==> config.mk <==
export PLATFORM = sky130hd
export DESIGN_NAME = vfifo_prog
export DESIGN_NICKNAME = d
export VERILOG_FILES = /design/src/rtl/vfifo_pkg.sv /design/src/rtl/vf_depth_ctl.sv /design/src/rtl/vf_store.sv /design/src/rtl/vf_ovr_flag.sv /design/src/rtl/vfifo_prog.sv
export SDC_FILE = /design/constraint.sdc
export NUM_CORES = 1
export LEC_CHECK = 0
export BUFFER_PORTS_ARGS = -buffer_cell sky130_fd_sc_hd__buf_2
export CORE_AREA = 3 3 82 84
export CTS_CLUSTER_DIAMETER = 100
export DETAILED_ROUTE_END_ITERATION = 8
export DIE_AREA = 0 0 85 87
export GPL_ROUTABILITY_DRIVEN = 0
export PLACE_DENSITY = 0.83
export SYNTH_ARGS = -nofsm -noshare
export SYNTH_HDL_FRONTEND = slang
export SYNTH_SLANG_ARGS = --single-unit
==> constraint.sdc <==
create_clock -name clk -period 2.2 [get_ports clk]
set_clock_uncertainty 0.2 [all_clocks]
set_input_delay 0.44 -clock clk [delete_from_list [all_inputs] [get_ports clk]]
set_output_delay 0.44 -clock clk [all_outputs]
set_load 0.005 [all_outputs]
==> src/rtl/vfifo_pkg.sv <==
package vfifo_pkg;

    typedef enum logic {
        PATH_BYPASS = 1'b0,
        PATH_BUFFER = 1'b1
    } path_e;

endpackage

==> src/rtl/vf_depth_ctl.sv <==
module vf_depth_ctl #(
    parameter int SELW = 3,
    parameter int MAXD = 4,
    localparam int CW  = $clog2(MAXD + 1)
) (
    input  logic            clk,
    input  logic            rst,
    input  logic [SELW-1:0] depth_sel,
    output logic [CW-1:0]   depth_cur,
    output logic            change
);

    typedef struct packed {
        logic [CW-1:0] depth;
    } ctl_t;

    ctl_t ctl_d, ctl_q;
    logic [CW-1:0] eff;

    always_comb begin
        if (32'(depth_sel) > MAXD) begin
            eff = CW'(MAXD);
        end else begin
            eff = CW'(depth_sel);
        end
        ctl_d       = ctl_q;
        ctl_d.depth = eff;
    end

    always_ff @(posedge clk) begin
        if (rst) begin
            ctl_q.depth <= eff;
        end else begin
            ctl_q <= ctl_d;
        end
    end

    assign depth_cur = ctl_q.depth;
    assign change    = (eff != ctl_q.depth);

    // the stage count in use never exceeds the largest depth
    p_depth_max_r1: assert property (@(posedge clk) disable iff (rst)
        32'(depth_cur) <= MAXD);

endmodule

==> src/rtl/vf_store.sv <==
module vf_store #(
    parameter int W    = 10,
    parameter int MAXD = 4,
    localparam int CW  = $clog2(MAXD + 1),
    localparam int PW  = (MAXD > 1) ? $clog2(MAXD) : 1
) (
    input  logic          clk,
    input  logic          rst,
    input  logic          flush,
    input  logic          push,
    input  logic          pop,
    input  logic [W-1:0]  wdata,
    output logic [W-1:0]  head,
    output logic [CW-1:0] count
);

    typedef struct packed {
        logic [MAXD-1:0][W-1:0] mem;
        logic [PW-1:0]          wptr;
        logic [PW-1:0]          rptr;
        logic [CW-1:0]          cnt;
    } st_t;

    st_t st_d, st_q;

    function automatic logic [PW-1:0] step(input logic [PW-1:0] p);
        if (32'(p) == MAXD - 1) begin
            return '0;
        end
        return p + 1'b1;
    endfunction

    always_comb begin
        st_d = st_q;
        if (flush) begin
            st_d.wptr = '0;
            st_d.rptr = '0;
            st_d.cnt  = '0;
        end else begin
            if (push) begin
                st_d.mem[st_q.wptr] = wdata;
                st_d.wptr           = step(st_q.wptr);
            end
            if (pop) begin
                st_d.rptr = step(st_q.rptr);
            end
            case ({push, pop})
                2'b10:   st_d.cnt = st_q.cnt + 1'b1;
                2'b01:   st_d.cnt = st_q.cnt - 1'b1;
                default: st_d.cnt = st_q.cnt;
            endcase
        end
    end

    always_ff @(posedge clk) begin
        if (rst) begin
            st_q <= '0;
        end else begin
            st_q <= st_d;
        end
    end

    assign head  = st_q.mem[st_q.rptr];
    assign count = st_q.cnt;

    // never pop from an empty store
    p_no_underflow_r3: assert property (@(posedge clk) disable iff (rst)
        pop |-> (count != '0));

    // a push into a full store only happens together with a pop
    p_no_overflow_r4: assert property (@(posedge clk) disable iff (rst)
        (push && (32'(count) == MAXD)) |-> pop);

endmodule

==> src/rtl/vf_ovr_flag.sv <==
module vf_ovr_flag (
    input  logic clk,
    input  logic rst,
    input  logic attempt,
    input  logic clear_rd,
    input  logic suppress,
    output logic flag
);

    typedef struct packed {
        logic set;
    } ovr_t;

    ovr_t ovr_d, ovr_q;

    always_comb begin
        ovr_d = ovr_q;
        if (suppress) begin
            ovr_d.set = 1'b0;
        end else if (attempt) begin
            ovr_d.set = 1'b1;
        end else if (clear_rd) begin
            ovr_d.set = 1'b0;
        end
    end

    always_ff @(posedge clk) begin
        if (rst) begin
            ovr_q <= '0;
        end else begin
            ovr_q <= ovr_d;
        end
    end

    assign flag = ovr_q.set;

    // a dropped write raises the flag
    p_ovr_set_r5: assert property (@(posedge clk) disable iff (rst)
        (attempt && !suppress) |=> flag);

    // the flag holds until a status read
    p_ovr_sticky_r6: assert property (@(posedge clk) disable iff (rst)
        (flag && !clear_rd && !suppress) |=> flag);

    // a read colliding with a new event leaves the flag set
    p_ovr_collide_r7: assert property (@(posedge clk) disable iff (rst)
        (attempt && clear_rd && !suppress) |=> flag);

    // suppression keeps the flag low
    p_ovr_off_r8: assert property (@(posedge clk) disable iff (rst)
        suppress |=> !flag);

endmodule

==> src/rtl/vfifo_prog.sv <==
module vfifo_prog #(
    parameter int W    = 10,
    parameter int SELW = 3,
    parameter int MAXD = 4,
    localparam int CW  = $clog2(MAXD + 1)
) (
    input  logic            clk,
    input  logic            rst,
    input  logic [SELW-1:0] depth_sel,
    input  logic            wr_vld,
    input  logic [W-1:0]    wr_data,
    input  logic            rd_en,
    output logic [W-1:0]    dout,
    output logic            dout_vld,
    input  logic            flush_fifo_dyn,
    input  logic            flush_msg_dyn,
    input  logic            stat_rd,
    output logic            empty,
    output logic            full,
    output logic            overrun
);

    import vfifo_pkg::*;

    typedef struct packed {
        logic         vld;
        logic [W-1:0] data;
    } byp_t;

    logic [CW-1:0] depth_cur;
    logic          change;
    logic [CW-1:0] count;
    logic [W-1:0]  head;
    path_e         path;
    logic          buf_full;
    logic          buf_empty;
    logic          push;
    logic          pop;
    logic          attempt;
    logic          suppress;
    byp_t          byp_d, byp_q;

    vf_depth_ctl #(.SELW(SELW), .MAXD(MAXD)) u_ctl (
        .clk       (clk),
        .rst       (rst),
        .depth_sel (depth_sel),
        .depth_cur (depth_cur),
        .change    (change)
    );

    always_comb begin
        path      = (depth_cur == '0) ? PATH_BYPASS : PATH_BUFFER;
        buf_empty = (count == '0);
        buf_full  = (path == PATH_BUFFER) && (count == depth_cur);
        pop       = (path == PATH_BUFFER) && !change && rd_en && !buf_empty;
        push      = (path == PATH_BUFFER) && !change && wr_vld && (!buf_full || pop);
        attempt   = !change && wr_vld && buf_full && !rd_en;
        suppress  = flush_fifo_dyn || flush_msg_dyn;
    end

    vf_store #(.W(W), .MAXD(MAXD)) u_store (
        .clk   (clk),
        .rst   (rst),
        .flush (change),
        .push  (push),
        .pop   (pop),
        .wdata (wr_data),
        .head  (head),
        .count (count)
    );

    vf_ovr_flag u_ovr (
        .clk      (clk),
        .rst      (rst),
        .attempt  (attempt),
        .clear_rd (stat_rd),
        .suppress (suppress),
        .flag     (overrun)
    );

    always_comb begin
        byp_d = byp_q;
        if (path == PATH_BYPASS && !change) begin
            byp_d.vld  = wr_vld;
            byp_d.data = wr_data;
        end else begin
            byp_d.vld  = 1'b0;
        end
    end

    always_ff @(posedge clk) begin
        if (rst) begin
            byp_q <= '0;
        end else begin
            byp_q <= byp_d;
        end
    end

    always_comb begin
        if (path == PATH_BYPASS) begin
            dout     = byp_q.data;
            dout_vld = byp_q.vld;
            empty    = 1'b1;
            full     = 1'b0;
        end else begin
            dout     = head;
            dout_vld = !buf_empty;
            empty    = buf_empty;
            full     = buf_full;
        end
    end

    // occupancy bounded by the depth in use
    p_cnt_bound_r3: assert property (@(posedge clk) disable iff (rst)
        !change |-> (count <= depth_cur));

    // bypass forwards the previous cycle's strobe
    p_bypass_r2: assert property (@(posedge clk) disable iff (rst)
        (depth_cur == '0 && !change) |=> (dout_vld == $past(wr_vld)));

    // a depth change leaves the buffer empty
    p_flush_r9: assert property (@(posedge clk) disable iff (rst)
        change |=> (count == '0));

endmodule

Word-level counts from Yosys, hierarchy flattened --
Cells that the tools add are included.
Storage, ports and cells: input port bits 20, register bits 62, output and inout port bits 14, logic and storage cells 76
Cells by class: bitwise gates (word level) 2, eq/ne operators 6, $lt $le $gt $ge 4, mux-type cells 24, $add $sub $neg 4, reduce and logical (&&, ||, !) cells 25
Operators with widths (count):
- $bwmux 40 | 1
- $mux 10 | 3
- $bmux 10 s2 | 1
- $demux 10 s2 | 1
- $mux 1 | 12
- $logic_and 1x1->1 | 11
- $mux 2 | 4
- $eq 2x2->1 const B | 3
- $logic_not 3->1 | 2
- $lt 2x3->1 const B | 2
- $pmux 3 s2 | 1
- $reduce_or 2->1 | 3
- $add 2x1->2 const B | 2
- $logic_not 1->1 | 4
- $reduce_bool 2->1 | 2
- $add 3x1->3 const B | 1
- $eq 3x3->1 | 1
- $gt 3x3->1 const B | 1
- $mux 3 | 1
- $ne 3x3->1 | 1
- $sub 3x1->3 const B | 1
- $eq 2x1->1 const B | 1
- $ge 2x1->1 const B | 1
- $logic_or 1x1->1 | 2
- 2 further kinds | 3

Depth between registers and ports, before layout --
Gate-level depths: netlist of run 1.
depth after elaboration 12, gate-level depth with buffers 9, gate-level depth less buffers 8

Cells and area by module --
Synthesis of run 1 repeated with hierarchy kept, for this count alone.
Unflattened totals: cells, all modules 285, area, all modules 2894.0 µm²
Modules (own cells, without submodules):
- vf_store | instances 1, area each 2099.5 µm², seq. area each 940.9 µm², cells each 186
- vfifo_prog | instances 1, area each 633.1 µm², seq. area each 220.2 µm², cells each 84
- vf_depth_ctl | instances 1, area each 116.4 µm², seq. area each 60.1 µm², cells each 11
- vf_ovr_flag | instances 1, area each 45.0 µm², seq. area each 20.0 µm², cells each 4

Least setup slack after synthesis of run 1 --
OpenSTA, ideal clock, no wires.
path type input to register, from input port depth_sel[1], to register u_store.st_q (netlist bit u_store.count[2]), stages on the path 8, path slack -0.114 ns, data required time 1.869 ns, data arrival time 1.983 ns, cell sequence nor4bb_1 a31o_2 a21oi_1 nand2b_1 fa_1 mux2i_1 o311ai_1 o41ai_1
Between the ends: word-level cells in the longest chain between the ends 11
Ends and longest elaborated chain:
- start, declared | RTL line vfifo_prog.sv:9 | input logic [SELW-1:0] depth_sel,
- $gt 3x3->1 | RTL line vf_depth_ctl.sv:21 | if (32'(depth_sel) > MAXD) begin
- $mux 3 * | RTL line vf_depth_ctl.sv:21
- $ne 3x3->1 * | RTL line vf_depth_ctl.sv:39 | assign change = (eff != ctl_q.depth);
- $logic_not 1->1 | RTL line vfifo_prog.sv:55, vfifo_prog.sv:56
- $logic_and 1x1->1 | RTL line vfifo_prog.sv:55, vfifo_prog.sv:56
- $logic_and 1x1->1 (2 in series) | RTL line vfifo_prog.sv:55 | pop = (path == PATH_BUFFER) && !change && rd_en && !buf_empty;
- $logic_or 1x1->1 | RTL line vfifo_prog.sv:56 | push = (path == PATH_BUFFER) && !change && wr_vld && (!buf_full || pop);
- $logic_and 1x1->1 | RTL line vfifo_prog.sv:56
- $eq 2x1->1 / $eq 2x2->1 (equally long branches) | RTL line vf_store.sv:47 | case ({push, pop})
- $pmux 3 s2 / $reduce_bool 2->1 (equally long branches)
- end signal, assigned | RTL line vf_store.sv:59 | st_q <= st_d;
- end, declared | RTL line vf_store.sv:24 | st_t st_d, st_q;
Mark *: on every way between the ends. The rest lies on a longest branch, timed or not. A chain may end at the register's enable or synchronous reset.

Worst setup path after layout of run 1 --
from register u_ctl.ctl_q (netlist bit u_ctl.depth_cur[1]), to register u_store.st_q (netlist bit u_store.count[2])
Between the ends: word-level cells in the longest chain between the ends 9
Ends and longest elaborated chain:
- start, declared | RTL line vf_depth_ctl.sv:17 | ctl_t ctl_d, ctl_q;
- start signal, assigned | RTL line vf_depth_ctl.sv:34 | ctl_q <= ctl_d;
- $logic_not 3->1 / $ne 3x3->1 (equally long branches) | RTL line vfifo_prog.sv:52, vf_depth_ctl.sv:39
- $mux 1 / $logic_not 1->1 (equally long branches) | RTL line vfifo_prog.sv:52, vfifo_prog.sv:55, vfifo_prog.sv:56
- $logic_and 1x1->1 | RTL line vfifo_prog.sv:55, vfifo_prog.sv:56
- $logic_and 1x1->1 (2 in series) | RTL line vfifo_prog.sv:55
- $logic_or 1x1->1 | RTL line vfifo_prog.sv:56
- $logic_and 1x1->1 | RTL line vfifo_prog.sv:56
- $eq 2x1->1 / $eq 2x2->1 (equally long branches) | RTL line vf_store.sv:47
- $pmux 3 s2 / $reduce_bool 2->1 (equally long branches)
Several ways; a longest one is shown, not always the timed one.

==> results of run 1 <==
cells in the mapped netlist (5+ instances only):
| cell type | instances | area share, % |
|---|---|---|
| sky130_fd_sc_hd__o21ai_0 | 5 | 0.79 |
| sky130_fd_sc_hd__nor2_1 | 24 | 2.8 |
| sky130_fd_sc_hd__nand3_1 | 5 | 0.79 |
| sky130_fd_sc_hd__dfxtp_1 | 62 | 39 |
| sky130_fd_sc_hd__a21oi_1 | 8 | 1.3 |
| sky130_fd_sc_hd__mux4_2 | 10 | 7.1 |
| sky130_fd_sc_hd__inv_1 | 7 | 0.83 |
| sky130_fd_sc_hd__clkbuf_1 | 13 | 1.5 |
| sky130_fd_sc_hd__mux2i_1 | 52 | 16 |
| sky130_fd_sc_hd__ha_1 | 5 | 2.0 |
| sky130_fd_sc_hd__nand2b_1 | 51 | 10 |
| sky130_fd_sc_hd__nand2_1 | 35 | 4.1 |
area by class of cell:
type | count | area [µm²]
multi-input combinational | 240 | 1910
clock buffer | 12 | 145
sequential | 62 | 1250
fill | 443 | 2000
timing repair buffer | 63 | 492
inverter | 7 | 26.3
tap | 75 | 93.8
clock inverter | 4 | 70.1
layer usage:
layer | share of wire, % | GRT usage, % | up-vias
met3 | 3.1 | 4.16 | 11
met5 | 0 | 0 | -
met2 | 51 | 37.9 | 46
met4 | 1.5 | 8.63 | 0
li1 | - | - | 1240
met1 | 44 | 26.4 | 1244
how the worst max path moves through the flow:
stage               slack (ps)                       endpoint
floorplan                   -2  u_store.count[2]$_SDFFE_PP0P_
global placement          -160  u_store.count[2]$_SDFFE_PP0P_
detailed placement        -210  u_store.count[2]$_SDFFE_PP0P_
CTS                       -120                        dout[2]
global route              -260  u_store.count[2]$_SDFFE_PP0P_
finish                    -140  u_store.count[2]$_SDFFE_PP0P_
through the flow:
stage / setup TNS (ps) / std cells
after floorplan: -1.60 / 332
after global placement: -390 / 438
after detailed placement: -1990 / 438
after CTS: -1050 / 463
after global routing: -2440 / 463
final: -1010 / 463
sequential cells by signal (all words and copies together) (netlist names):
signal and cells:
u_store.st_q 44, byp_q 11, u_ctl.depth_cur 3, u_store.count 3, u_ovr.flag 1
timing repair:
item                                    CTS  global route
pin swaps                                11             2
endpoints found under the setup margin   39            54
hold buffers                              0             0
buffers inserted                          8             0
gates resized for setup                  29            11
cloned                                    1             0
report_power, final:
part	leakage [nW]	internal, mW	switching, mW
registers	0.503	1.13	0.00899
logic	1.17	0.120	0.124
clock network	0.110	0.666	0.440
total	1.78	1.92	0.574
cells by family (layout without fill, tap and decap cells):
| group | after synthesis | count (layout) | synth area share, % |
|---|---|---|---|
| AND/OR/NAND/NOR | 141 | 141 | 23.7 |
| multiplexers | 63 | 63 | 23.8 |
| flip-flops | 62 | 62 | 39.1 |
| buffers and inverters | 30 | 86 | 4.41 |
| AO/OA/AOI/OAI | 26 | 26 | 5.28 |
| adder cells (fa/ha/maj) | 6 | 6 | 2.60 |
| XOR/XNOR | 4 | 4 | 1.10 |
==> out/metrics.cfg, run 1 <==
[yosys]
synth_area_mm2 = 0.00318
yosys_warnings = 0
synth_seq_area_share_pct = 39.1
syn_inst = 332
mapped_avg_cell_area_um2 = 9.56
syn_nets = 358
synth_enable_flop_cells = 0
count_of_distinct_cell_types_in_the_synthesized_netlist = 46
asyncSetResetFlopFracSynth_pct = 0
yosys_reg_bits = 62
synthFlopType = sky130_fd_sc_hd__dfxtp_1

[critical_path]
worstSetupPathDepth = 9
critical_path_arrival_ps = 2360
rr_worst_depth = 9
cp_max_fo = 5
launching_point_of_the_worst_reg2reg_path = u_ctl.depth_cur[1]$_DFF_P_
path_class = flop to flop
critical_path.startpoint = u_ctl.depth_cur[1]$_DFF_P_
cp_slowest_cell = sky130_fd_sc_hd__fa_2
critical_path.top_delay_family = compound AO/OA/AOI/OAI gates
reg2reg_slack_ps = -140
cp-end-kind = flop
cp.required_ps = 2210
cp.buffers_inverters = 1
worst_stage_delay_on_the_critical_path_ps = 350
startpoint_type = flop
timing.rr.end = u_store.count[2]$_SDFFE_PP0P_
crit_chain = buf_4 -> nor4bb_4 -> a31o_2 -> a21oi_1 -> nand2b_4 -> fa_2 -> mux2i_1 -> o311ai_1 -> o41ai_1

[drt]
initialDrtViolationCount = 145
route.vias.total = 2541
routed_wire_length_per_instance_um = 15.8
route.antenna.remaining_nets = 0
drt_wl_total_mm = 7.32
drt_drc_violations_left = 0
detail_route.vias_per_cell = 5.49
drt_pass1_iterations = 4

[pwr]
cellLeakagePower_nw = 1.78
peakVddDrop_uv = 480
p_per_area_mw_per_mm2 = 625
total_power_mw = 2.49

[final_layout]
num_antenna_cells = 0
postLayoutCoreUtil_pct = 66.6
leading_cell_types_in_the_layout_fill_and_taps_excluded = sky130_fd_sc_hd__dfxtp_1, sky130_fd_sc_hd__mux2i_1, sky130_fd_sc_hd__nand2b_1, sky130_fd_sc_hd__buf_2, sky130_fd_sc_hd__nor2_1
flow.area_growth_from_synthesis_pct = 25.7
mostFrequentLayoutCell = sky130_fd_sc_hd__dfxtp_1
final_net_count = 409
drive_gt1_share_pct = 31.4
finalInstanceArea_mm2 = 0.00399

[clock_network]
clock_tree.htree_level_count = 3
cts_made_buffers = 9
clk-insertion-delay-late_ps = 340
worst_setup_hold_path_clk_slew_ps = 70
cts_root_buffer = sky130_fd_sc_hd__clkbuf_8
clock_path_buffers = 2
tritoncts_clock_tree = done
cts_num_sinks = 62

[global_routing]
grtUsageTotal_pct = 21.7
grt_max_degree = 62
grt_pass1_wl_mm = 12.5
first_global_vias = 2616
final_global_route_overflow_total = 0
antenna_violations_before_repair = 0

[placement]
dpl.hpwl_mm = 4.93
port_buffers = 33
pre_cts_setup_slack_ps = -209
place_area_mm2 = 0.00354

[min_path]
hold_path.class = input pin to flop
hold_end = u_ovr.flag$_SDFFE_PP0P_
worstHoldStart = flush_msg_dyn
worst_hold_path.num_cells = 2

[sta]
tightestPinTransition_ps = 483
slew_viols_final = 0
finalSetupViolCount = 12
hold_ws_ps = 61.0
final_worst_path_setup_slack_ps = -145
crit_path_time_final_ps = 2340
max_clock_freq_mhz = 426
rsz0062_at_grt = true
finalHoldViolations = 0
slew_headroom_pct = 67.5
fin_crit_share_pct = 107

[floorplanning]
overall_die_height_um = 87
placement_rows = 28
core_region_area_mm2 = 0.00599
die_area_mm2 = 0.00740
die-width_um = 85
io-pin-count = 34
start_util_pct = 53.0

[run_status]
violations_in_the_final_reports = negative setup slack
status = complete, but fails checks

[run]
cap_viol_max_count = 0

Power figures use the tool's default switching activity.
==> inputs of run 2 (changes only) <==
--- a/config.mk
+++ b/config.mk
@@ -12,6 +12,7 @@
 export DIE_AREA = 0 0 85 87
 export GPL_ROUTABILITY_DRIVEN = 0
 export PLACE_DENSITY = 0.83
+export REMOVE_ABC_BUFFERS = 1
 export SYNTH_ARGS = -nofsm -noshare
 export SYNTH_HDL_FRONTEND = slang
 export SYNTH_SLANG_ARGS = --single-unit
==> constraint.sdc (replaced) <==
create_clock -name clk -period 2.2 [get_ports clk]
set_clock_uncertainty 0.2 [all_clocks]
set_input_delay 0.11 -clock clk [delete_from_list [all_inputs] [get_ports clk]]
set_output_delay 0.11 -clock clk [all_outputs]
set_load 0.005 [all_outputs]
==> run 2 against run 1 <==
Net effect: the flow still finishes with violations (negative setup slack); clock power is 9% lower; sequential power hardly changed; setup slack better by 99 ps; count of clock-buffer cells in the layout is 2 lower; critical endpoint unchanged.
==> out/metrics.cfg, run 2 (synthesis results as in run 1) <==
[drt]
route.vias.total = 2660  ; was 2541
route.antenna.remaining_nets = 0  ; unchanged
initialDrtViolationCount = 183  ; was 145
routed_wire_length_per_instance_um = 16.5  ; was 15.8 µm
drt_pass1_iterations = 4  ; unchanged
drt_drc_violations_left = 0  ; unchanged
detail_route.vias_per_cell = 5.55  ; was 5.49
drt_wl_total_mm = 7.91  ; was 7.32 mm

[pwr]
p_per_area_mw_per_mm2 = 598  ; was 625 mW/mm²
total_power_mw = 2.41  ; was 2.49 mW
peakVddDrop_uv = 550  ; was 480 µV
cellLeakagePower_nw = 1.79  ; was 1.78 nW

[critical_path]
rr_worst_depth = 8  ; was 9
cp_max_fo = 5  ; unchanged
cp-end-kind = flop  ; unchanged
reg2reg_slack_ps = -50  ; was -140 ps
timing.rr.end = u_store.count[2]$_SDFFE_PP0P_  ; unchanged
startpoint_type = flop  ; unchanged
path_class = flop to flop  ; unchanged
launching_point_of_the_worst_reg2reg_path = u_ctl.depth_cur[1]$_DFF_P_  ; unchanged
critical_path_arrival_ps = 2260  ; was 2360 ps
cp.required_ps = 2220  ; was 2210 ps

[sta]
tightestPinTransition_ps = 469  ; was 483 ps
final_worst_path_setup_slack_ps = -46.3  ; was -145 ps
fin_crit_share_pct = 102  ; was 107%
finalHoldViolations = 0  ; unchanged
finalSetupViolCount = 3  ; was 12
max_clock_freq_mhz = 445  ; was 426 MHz
rsz0062_at_grt = true  ; unchanged
crit_path_time_final_ps = 2250  ; was 2340 ps
slew_headroom_pct = 68.5  ; was 67.5%
slew_viols_final = 0  ; unchanged

[floorplanning]
core_region_area_mm2 = 0.00599  ; unchanged
placement_rows = 28  ; unchanged
overall_die_height_um = 87  ; unchanged
io-pin-count = 34  ; unchanged
start_util_pct = 53.0  ; unchanged
die-width_um = 85  ; unchanged
die_area_mm2 = 0.00740  ; unchanged

[run]
cap_viol_max_count = 0  ; unchanged

[final_layout]
biggestRegsByFlops = u_store.st_q: 44 flops, byp_q: 11 flops  ; unchanged
flow.area_growth_from_synthesis_pct = 27.0  ; was 25.7%
largest_register_by_flop_count = u_store.st_q  ; unchanged
drive_gt1_share_pct = 26.8  ; was 31.4%
largest_register_ff_count = 44  ; unchanged
mostFrequentLayoutCell = sky130_fd_sc_hd__dfxtp_1  ; unchanged
final_net_count = 424  ; was 409
fillerInstances = 423  ; was 443
leading_cell_types_in_the_layout_fill_and_taps_excluded = sky130_fd_sc_hd__dfxtp_1, sky130_fd_sc_hd__mux2i_1, sky130_fd_sc_hd__nand2b_1, sky130_fd_sc_hd__nand2_1, sky130_fd_sc_hd__buf_2  ; was sky130_fd_sc_hd__dfxtp_1, sky130_fd_sc_hd__mux2i_1, sky130_fd_sc_hd__nand2b_1, sky130_fd_sc_hd__buf_2, sky130_fd_sc_hd__nor2_1

[global_routing]
grt_pass1_wl_mm = 12.6  ; was 12.5 mm
grtUsageTotal_pct = 21.7  ; about the same
grt_max_degree = 26  ; was 62
antenna_violations_before_repair = 0  ; unchanged
first_global_vias = 2659  ; was 2616
final_global_route_overflow_total = 0  ; unchanged

[min_path]
worst_hold_path.num_cells = 3  ; was 2
worstHoldStart = wr_vld  ; was flush_msg_dyn
hold_path.class = input pin to flop  ; unchanged
hold_end = u_store.count[2]$_SDFFE_PP0P_  ; was u_ovr.flag$_SDFFE_PP0P_

[run_status]
violations_in_the_final_reports = negative setup slack  ; unchanged
status = complete, but fails checks  ; unchanged

[clock_network]
clk-insertion-delay-late_ps = 340  ; about the same
tritoncts_clock_tree = done  ; unchanged
cts_made_buffers = 9  ; unchanged
cts_root_buffer = sky130_fd_sc_hd__clkbuf_8  ; unchanged
worst_setup_hold_path_clk_slew_ps = 70  ; about the same
clock_tree.htree_level_count = 3  ; unchanged
cts_num_sinks = 62  ; unchanged
clock_path_buffers = 2  ; unchanged

[placement]
pre_cts_setup_slack_ps = -107  ; was -209 ps
dpl.hpwl_mm = 5.07  ; was 4.93 mm
port_buffers = 33  ; unchanged

-- run 2: changes by cell type in the layout (fill, tap and decap cells not counted), moves of 2 or more --
cell	delta
sky130_fd_sc_hd__buf_12	-3
sky130_fd_sc_hd__buf_4	+2
sky130_fd_sc_hd__clkbuf_1	-2
sky130_fd_sc_hd__dfxtp_1	+3
sky130_fd_sc_hd__dfxtp_2	-2
sky130_fd_sc_hd__dlygate4sd3_1	+18
sky130_fd_sc_hd__nand2_1	+12
sky130_fd_sc_hd__nand2_2	-7
sky130_fd_sc_hd__nand2_4	-5
sky130_fd_sc_hd__nand3_1	-2
sky130_fd_sc_hd__nand3_2	+2
-- run 2: critical path, cell delays in order (launching register included) --
cell and delay [ps]:
sky130_fd_sc_hd__dfxtp_4 360, sky130_fd_sc_hd__buf_6 120, sky130_fd_sc_hd__and4bb_2 350, sky130_fd_sc_hd__a21oi_2 70
sky130_fd_sc_hd__nand2b_4 170, sky130_fd_sc_hd__fa_2 350, sky130_fd_sc_hd__mux2i_1 140, sky130_fd_sc_hd__o311ai_1 240
sky130_fd_sc_hd__o41ai_1 120
-- run 2: through the flow --
step / hold slack [ps] / cells / instance area (µm²) / utilization [%] / TNS [ps]
2_1_floorplan: -62.3 / 309 / 3060 / - / -132
3_3_place_gp: 72.7 / 440 / 3510 / 58.5 / -53.8
3_5_place_dp: 78.3 / 440 / 3510 / 58.5 / -107
4_1_cts: 9.98 / 474 / 3920 / 65.4 / -5.25
5_1_grt: 41.0 / 478 / 4030 / 67.3 / -1850
6_report: 38.3 / 479 / 4030 / 67.3 / -58.1
-- run 2: cell type report --
cell class / instances / area [µm²] / share of cell area (%)
repair buffers: 78 / 584 / 14.5
multi-input cells: 240 / 1880 / 46.6
clock buffers: 10 / 138 / 3.41
clock inverters: 6 / 61.3 / 1.52
diodes: 1 / 2.50 / 0.0620
well taps: 75 / 93.8 / 2.33
inverters: 7 / 26.3 / 0.651
flip-flops and latches: 62 / 1250 / 30.9
-- run 2: routing by layer --
layer / global-route usage [%] / vias up / wire length [µm]
li1: - / 1268 / -
met1: 26.1 / 1280 / 3450
met2: 36.7 / 83 / 3880
met3: 3.50 / 29 / 326
met4: 12.8 / 0 / 244
met5: 0 / - / 0
-- run 2: worst max path at each step --
stage,depth (start not counted),endpoint,slack [ps],startpoint
3_3_place_gp,8,u_store.count[2]$_SDFFE_PP0P_,-50,u_ctl.depth_cur[0]$_DFF_P_
3_5_place_dp,8,u_store.count[2]$_SDFFE_PP0P_,-110,u_ctl.depth_cur[0]$_DFF_P_
4_1_cts,8,u_store.count[2]$_SDFFE_PP0P_,-5,u_ctl.depth_cur[0]$_DFF_P_
5_1_grt,8,u_store.count[2]$_SDFFE_PP0P_,-120,u_ctl.depth_cur[1]$_DFF_P_
2_1_floorplan,8,u_store.count[2]$_SDFFE_PP0P_,-130,u_ctl.depth_cur[0]$_DFF_P_
6_report,8,u_store.count[2]$_SDFFE_PP0P_,-50,u_ctl.depth_cur[1]$_DFF_P_
-- run 2: power by group --
group / total, mW / internal, mW / switching (mW)
registers: 1.14 / 1.13 / 0.00953
logic: 0.258 / 0.130 / 0.128
clock network: 1.01 / 0.549 / 0.462
-- run 2: timing repair --
item,4_1_cts,5_1_grt
hold endpoints to repair,55,0
hold buffers,18,0
pin swaps,1,2
endpoints found under the setup margin,1,57
resized for setup,7,16
buffers inserted,0,4
==> inputs of run 3 (changes only) <==
--- a/config.mk
+++ b/config.mk
@@ -5,13 +5,14 @@
 export SDC_FILE = /design/constraint.sdc
 export NUM_CORES = 1
 export LEC_CHECK = 0
+export ABC_AREA = 1
 export BUFFER_PORTS_ARGS = -buffer_cell sky130_fd_sc_hd__buf_2
-export CORE_AREA = 3 3 82 84
+export CORE_AREA = 3 3 80 82
 export CTS_CLUSTER_DIAMETER = 100
 export DETAILED_ROUTE_END_ITERATION = 8
-export DIE_AREA = 0 0 85 87
+export DIE_AREA = 0 0 83 85
 export GPL_ROUTABILITY_DRIVEN = 0
-export PLACE_DENSITY = 0.83
+export PLACE_DENSITY = 0.82
 export REMOVE_ABC_BUFFERS = 1
 export SYNTH_ARGS = -nofsm -noshare
 export SYNTH_HDL_FRONTEND = slang
==> run 3 against run 2 <==
Net effect: the run now ends clean; count of clock-buffer cells in the layout up 2; die area down 4.6%; setup slack better by 66 ps; sequential power about the same; largest cell class unchanged; sequential cell count unchanged; largest power group unchanged; routed wire length up 6.3%; combinational power up 2%; core utilization down 4.3 points; non-clock buffer count down 7; global-route usage up 1.9 points; synthesized area down 7.0%.
==> out/metrics.cfg, run 3 <==
[global_routing]
grt_max_degree = 21  ; was 26
grt_pass1_wl_mm = 13.4  ; was 12.6 mm
antenna_violations_before_repair = 0  ; unchanged
grtUsageTotal_pct = 23.6  ; was 21.7%
first_global_vias = 2841  ; was 2659
final_global_route_overflow_total = 0  ; unchanged

[yosys]
post_synth_xor_xnor_area_pct = 0.297  ; was 1.10%
synthFlopType = sky130_fd_sc_hd__dfxtp_1  ; unchanged
synth_area_mm2 = 0.00295  ; was 0.00318 mm²
synth_seq_area_share_pct = 42.0  ; was 39.1%
yosys.area_share.simple_pct = 20.3  ; was 23.7%
synth.top_cells.by_count = sky130_fd_sc_hd__a21oi_1, sky130_fd_sc_hd__dfxtp_1, sky130_fd_sc_hd__nand2_1, sky130_fd_sc_hd__inv_1, sky130_fd_sc_hd__nand3_1  ; was sky130_fd_sc_hd__dfxtp_1, sky130_fd_sc_hd__mux2i_1, sky130_fd_sc_hd__nand2b_1, sky130_fd_sc_hd__nand2_1, sky130_fd_sc_hd__nor2_1
area_fraction_in_compound_gates_after_synthesis_pct = 23.9  ; was 5.28%
synth_enable_flop_cells = 0  ; unchanged
syn_inst = 400  ; was 332
yosys_reg_bits = 62  ; unchanged
count_of_distinct_cell_types_in_the_synthesized_netlist = 27  ; was 46
post-synth-top-area-fraction_pct = 42.0  ; was 39.1%
synthAdderAreaFrac_pct = 2.80  ; was 2.60%
synth_mux_area_share_pct = 0  ; was 23.8%
yosys.cell_count.top_type = sky130_fd_sc_hd__a21oi_1  ; was sky130_fd_sc_hd__dfxtp_1
asyncSetResetFlopFracSynth_pct = 0  ; unchanged
ys_top_cells_by_area = sky130_fd_sc_hd__dfxtp_1, sky130_fd_sc_hd__a21oi_1, sky130_fd_sc_hd__nand2_1, sky130_fd_sc_hd__nand3_1, sky130_fd_sc_hd__inv_1  ; was sky130_fd_sc_hd__dfxtp_1, sky130_fd_sc_hd__mux2i_1, sky130_fd_sc_hd__nand2b_1, sky130_fd_sc_hd__mux4_2, sky130_fd_sc_hd__nand2_1
mapped_avg_cell_area_um2 = 7.38  ; was 9.56 µm²
synth_top_area_cell = sky130_fd_sc_hd__dfxtp_1  ; unchanged
yosys_warnings = 0  ; unchanged
combinational_family_with_the_most_area_after_synthesis = compound AO/OA/AOI/OAI gates  ; was multiplexers

[clock_network]
cts_made_buffers = 9  ; unchanged
cts_root_buffer = sky130_fd_sc_hd__clkbuf_8  ; unchanged
cts_num_sinks = 62  ; unchanged
worst_setup_hold_path_clk_slew_ps = 60  ; was 70 ps
clock_path_buffers = 2  ; unchanged
clk-insertion-delay-late_ps = 340  ; about the same
clock_tree.htree_level_count = 3  ; unchanged
tritoncts_clock_tree = done  ; unchanged

[sta]
finalSetupViolCount = 0  ; was 3
slew_headroom_pct = 60.5  ; was 68.5%
crit_path_time_final_ps = 2180  ; was 2250 ps
rsz0062_at_grt = true  ; unchanged
final_worst_path_setup_slack_ps = 19.9  ; was -46.3 ps
hold_ws_ps = 24.5  ; was 38.3 ps
finalHoldViolations = 0  ; unchanged
fin_crit_share_pct = 99.1  ; was 102%
max_clock_freq_mhz = 459  ; was 445 MHz
slew_viols_final = 0  ; unchanged
tightestPinTransition_ps = 591  ; was 469 ps

[final_layout]
final_cell_count_no_fill = 539  ; was 479
largest_register_ff_count = 44  ; unchanged
mostFrequentLayoutCell = sky130_fd_sc_hd__a21oi_1  ; was sky130_fd_sc_hd__dfxtp_1
fillerInstances = 504  ; was 423
largest_register_by_flop_count = u_store.st_q  ; unchanged
drive_gt1_share_pct = 20.3  ; was 26.8%
leading_cell_types_in_the_layout_fill_and_taps_excluded = sky130_fd_sc_hd__a21oi_1, sky130_fd_sc_hd__dfxtp_1, sky130_fd_sc_hd__nand2_1, sky130_fd_sc_hd__inv_1, sky130_fd_sc_hd__nand3_1  ; was sky130_fd_sc_hd__dfxtp_1, sky130_fd_sc_hd__mux2i_1, sky130_fd_sc_hd__nand2b_1, sky130_fd_sc_hd__nand2_1, sky130_fd_sc_hd__buf_2
final_net_count = 485  ; was 424
postLayoutCoreUtil_pct = 63.0  ; was 67.3%
ff_latch_area_mm2 = 0.00124  ; was 0.00125 mm²
flow.area_growth_from_synthesis_pct = 24.1  ; was 27.0%
multi_input_area_mm2 = 0.00146  ; was 0.00188 mm²
num_antenna_cells = 0  ; was 1
biggestRegsByFlops = u_store.st_q: 44 flops, byp_q: 11 flops  ; unchanged

[critical_path]
startpoint_type = input pin  ; was flop
rr_worst_depth = 11  ; was 8
worstSetupPathDepth = 12  ; was 8
cp_max_fo = 4  ; was 5
crit_chain = dlygate4sd3_1 -> buf_2 -> o21ai_2 -> nand2_1 -> nand2_2 -> nand3_2 -> nor2_2 -> nand2_2 -> fa_2 -> nand2_1 -> nand2_1 -> nor2_1  ; was buf_6 -> and4bb_2 -> a21oi_2 -> nand2b_4 -> fa_2 -> mux2i_1 -> o311ai_1 -> o41ai_1
cp_slowest_cell = sky130_fd_sc_hd__fa_2  ; was sky130_fd_sc_hd__dfxtp_4
path_class = input pin to flop  ; was flop to flop
worst_stage_delay_on_the_critical_path_ps = 540  ; was 360 ps
critical_path.top_delay_family = simple AND/OR/NAND/NOR gates  ; unchanged
critPathMostFrequentCell = sky130_fd_sc_hd__nand2_1
cp-end-kind = flop  ; unchanged
cp.buffers_inverters = 2  ; was 1
cp.required_ps = 2240  ; was 2220 ps
critical_path_arrival_ps = 2220  ; was 2260 ps

[floorplanning]
placement_rows = 28  ; unchanged
start_util_pct = 50.8  ; was 53.0%
die_area_mm2 = 0.00706  ; was 0.00740 mm²
die-width_um = 83  ; was 85 µm
core_region_area_mm2 = 0.00582  ; was 0.00599 mm²
io-pin-count = 34  ; unchanged
overall_die_height_um = 85  ; was 87 µm

[min_path]
hold_path.class = input pin to flop  ; unchanged
worst_hold_path.num_cells = 2  ; was 3

[placement]
dpl.hpwl_mm = 4.91  ; was 5.07 mm
pre_cts_setup_slack_ps = 97.9  ; was -107 ps
port_buffers = 33  ; unchanged
placed_cells_incl_taps = 493  ; was 440

[run]
cap_viol_max_count = 0  ; unchanged

[pwr]
peakVddDrop_uv = 330  ; was 550 µV
cellLeakagePower_nw = 1.38  ; was 1.79 nW
p_per_area_mw_per_mm2 = 624  ; was 598 mW/mm²

[drt]
route.antenna.remaining_nets = 0  ; unchanged
route.vias.total = 3058  ; was 2660
drt_wl_total_mm = 8.40  ; was 7.91 mm
drt_pass1_iterations = 5  ; was 4
initialDrtViolationCount = 345  ; was 183
routed_wire_length_per_instance_um = 15.6  ; was 16.5 µm
drt_drc_violations_left = 0  ; unchanged
detail_route.vias_per_cell = 5.67  ; was 5.55

[run_status]
status = finished clean  ; was complete, but fails checks

[run 3: final timing paths]
kind,from,endpoint,slack (ps)
hold reg to reg,u_store.st_q[33]$_SDFFE_PP0P_,u_store.st_q[33]$_SDFFE_PP0P_,250
setup reg to reg,u_ctl.depth_cur[1]$_DFF_P_,u_store.count[1]$_SDFFE_PP0P_,70
hold / removal,depth_sel[2],u_ctl.depth_cur[1]$_DFF_P_,20
setup / recovery,depth_sel[0],u_store.count[1]$_SDFFE_PP0P_,20
[run 3: through the flow]
step / power, mW / TNS [ps] / area (µm²)
after detailed placement: 1.37 / 0 / 3140
after global routing: 2.36 / -336 / 3660
final: 2.29 / 0 / 3660
after global placement: 1.37 / 0 / 3140
after floorplan: 1.28 / 0 / 2800
after CTS: 2.26 / 0 / 3540
[run 3: timing repair]
action / 4_1_cts / 5_1_grt
setup endpoints to repair: 4 / 66
hold buffers: 22 / 1
pin swaps: 0 / 8
gates resized for setup: 3 / 16
cloned: 1 / 2
endpoints found under the hold margin: 55 / 1
buffers inserted: 0 / 6
[run 3: area by class of cell]
| class | count | share of cell area, % |
|---|---|---|
| Multi-Input combinational cell | 270 | 39.8 |
| Tap cell | 75 | 2.56 |
| Clock buffer | 12 | 3.96 |
| Timing Repair inverter | 2 | 0.341 |
| Timing Repair Buffer | 71 | 14.3 |
| Clock inverter | 4 | 0.615 |
| Sequential cell | 62 | 34.0 |
| Inverter | 43 | 4.51 |
[run 3: kinds of logic after synthesis]
| family | Yosys count |
|---|---|
| adder cells (fa/ha/maj) | 6 |
| XOR/XNOR | 1 |
| flip-flops | 62 |
| AO/OA/AOI/OAI | 135 |
| buffers and inverters | 69 |
| AND/OR/NAND/NOR | 127 |
[run 3: power breakdown]
group          switching [mW]  internal [mW]  total (mW)
Sequential            0.00875           1.13        1.14
Combinational           0.154          0.109       0.263
Clock                   0.448          0.434       0.883
Total                   0.611           1.68        2.29
[run 3: routing by layer]
metal	global-route usage, %	up-vias	share of wire (%)
li1	-	1462	-
met1	29.0	1400	41
met2	40.5	163	48
met3	4.66	33	7.4
met4	9.66	0	3.3
met5	0	-	0
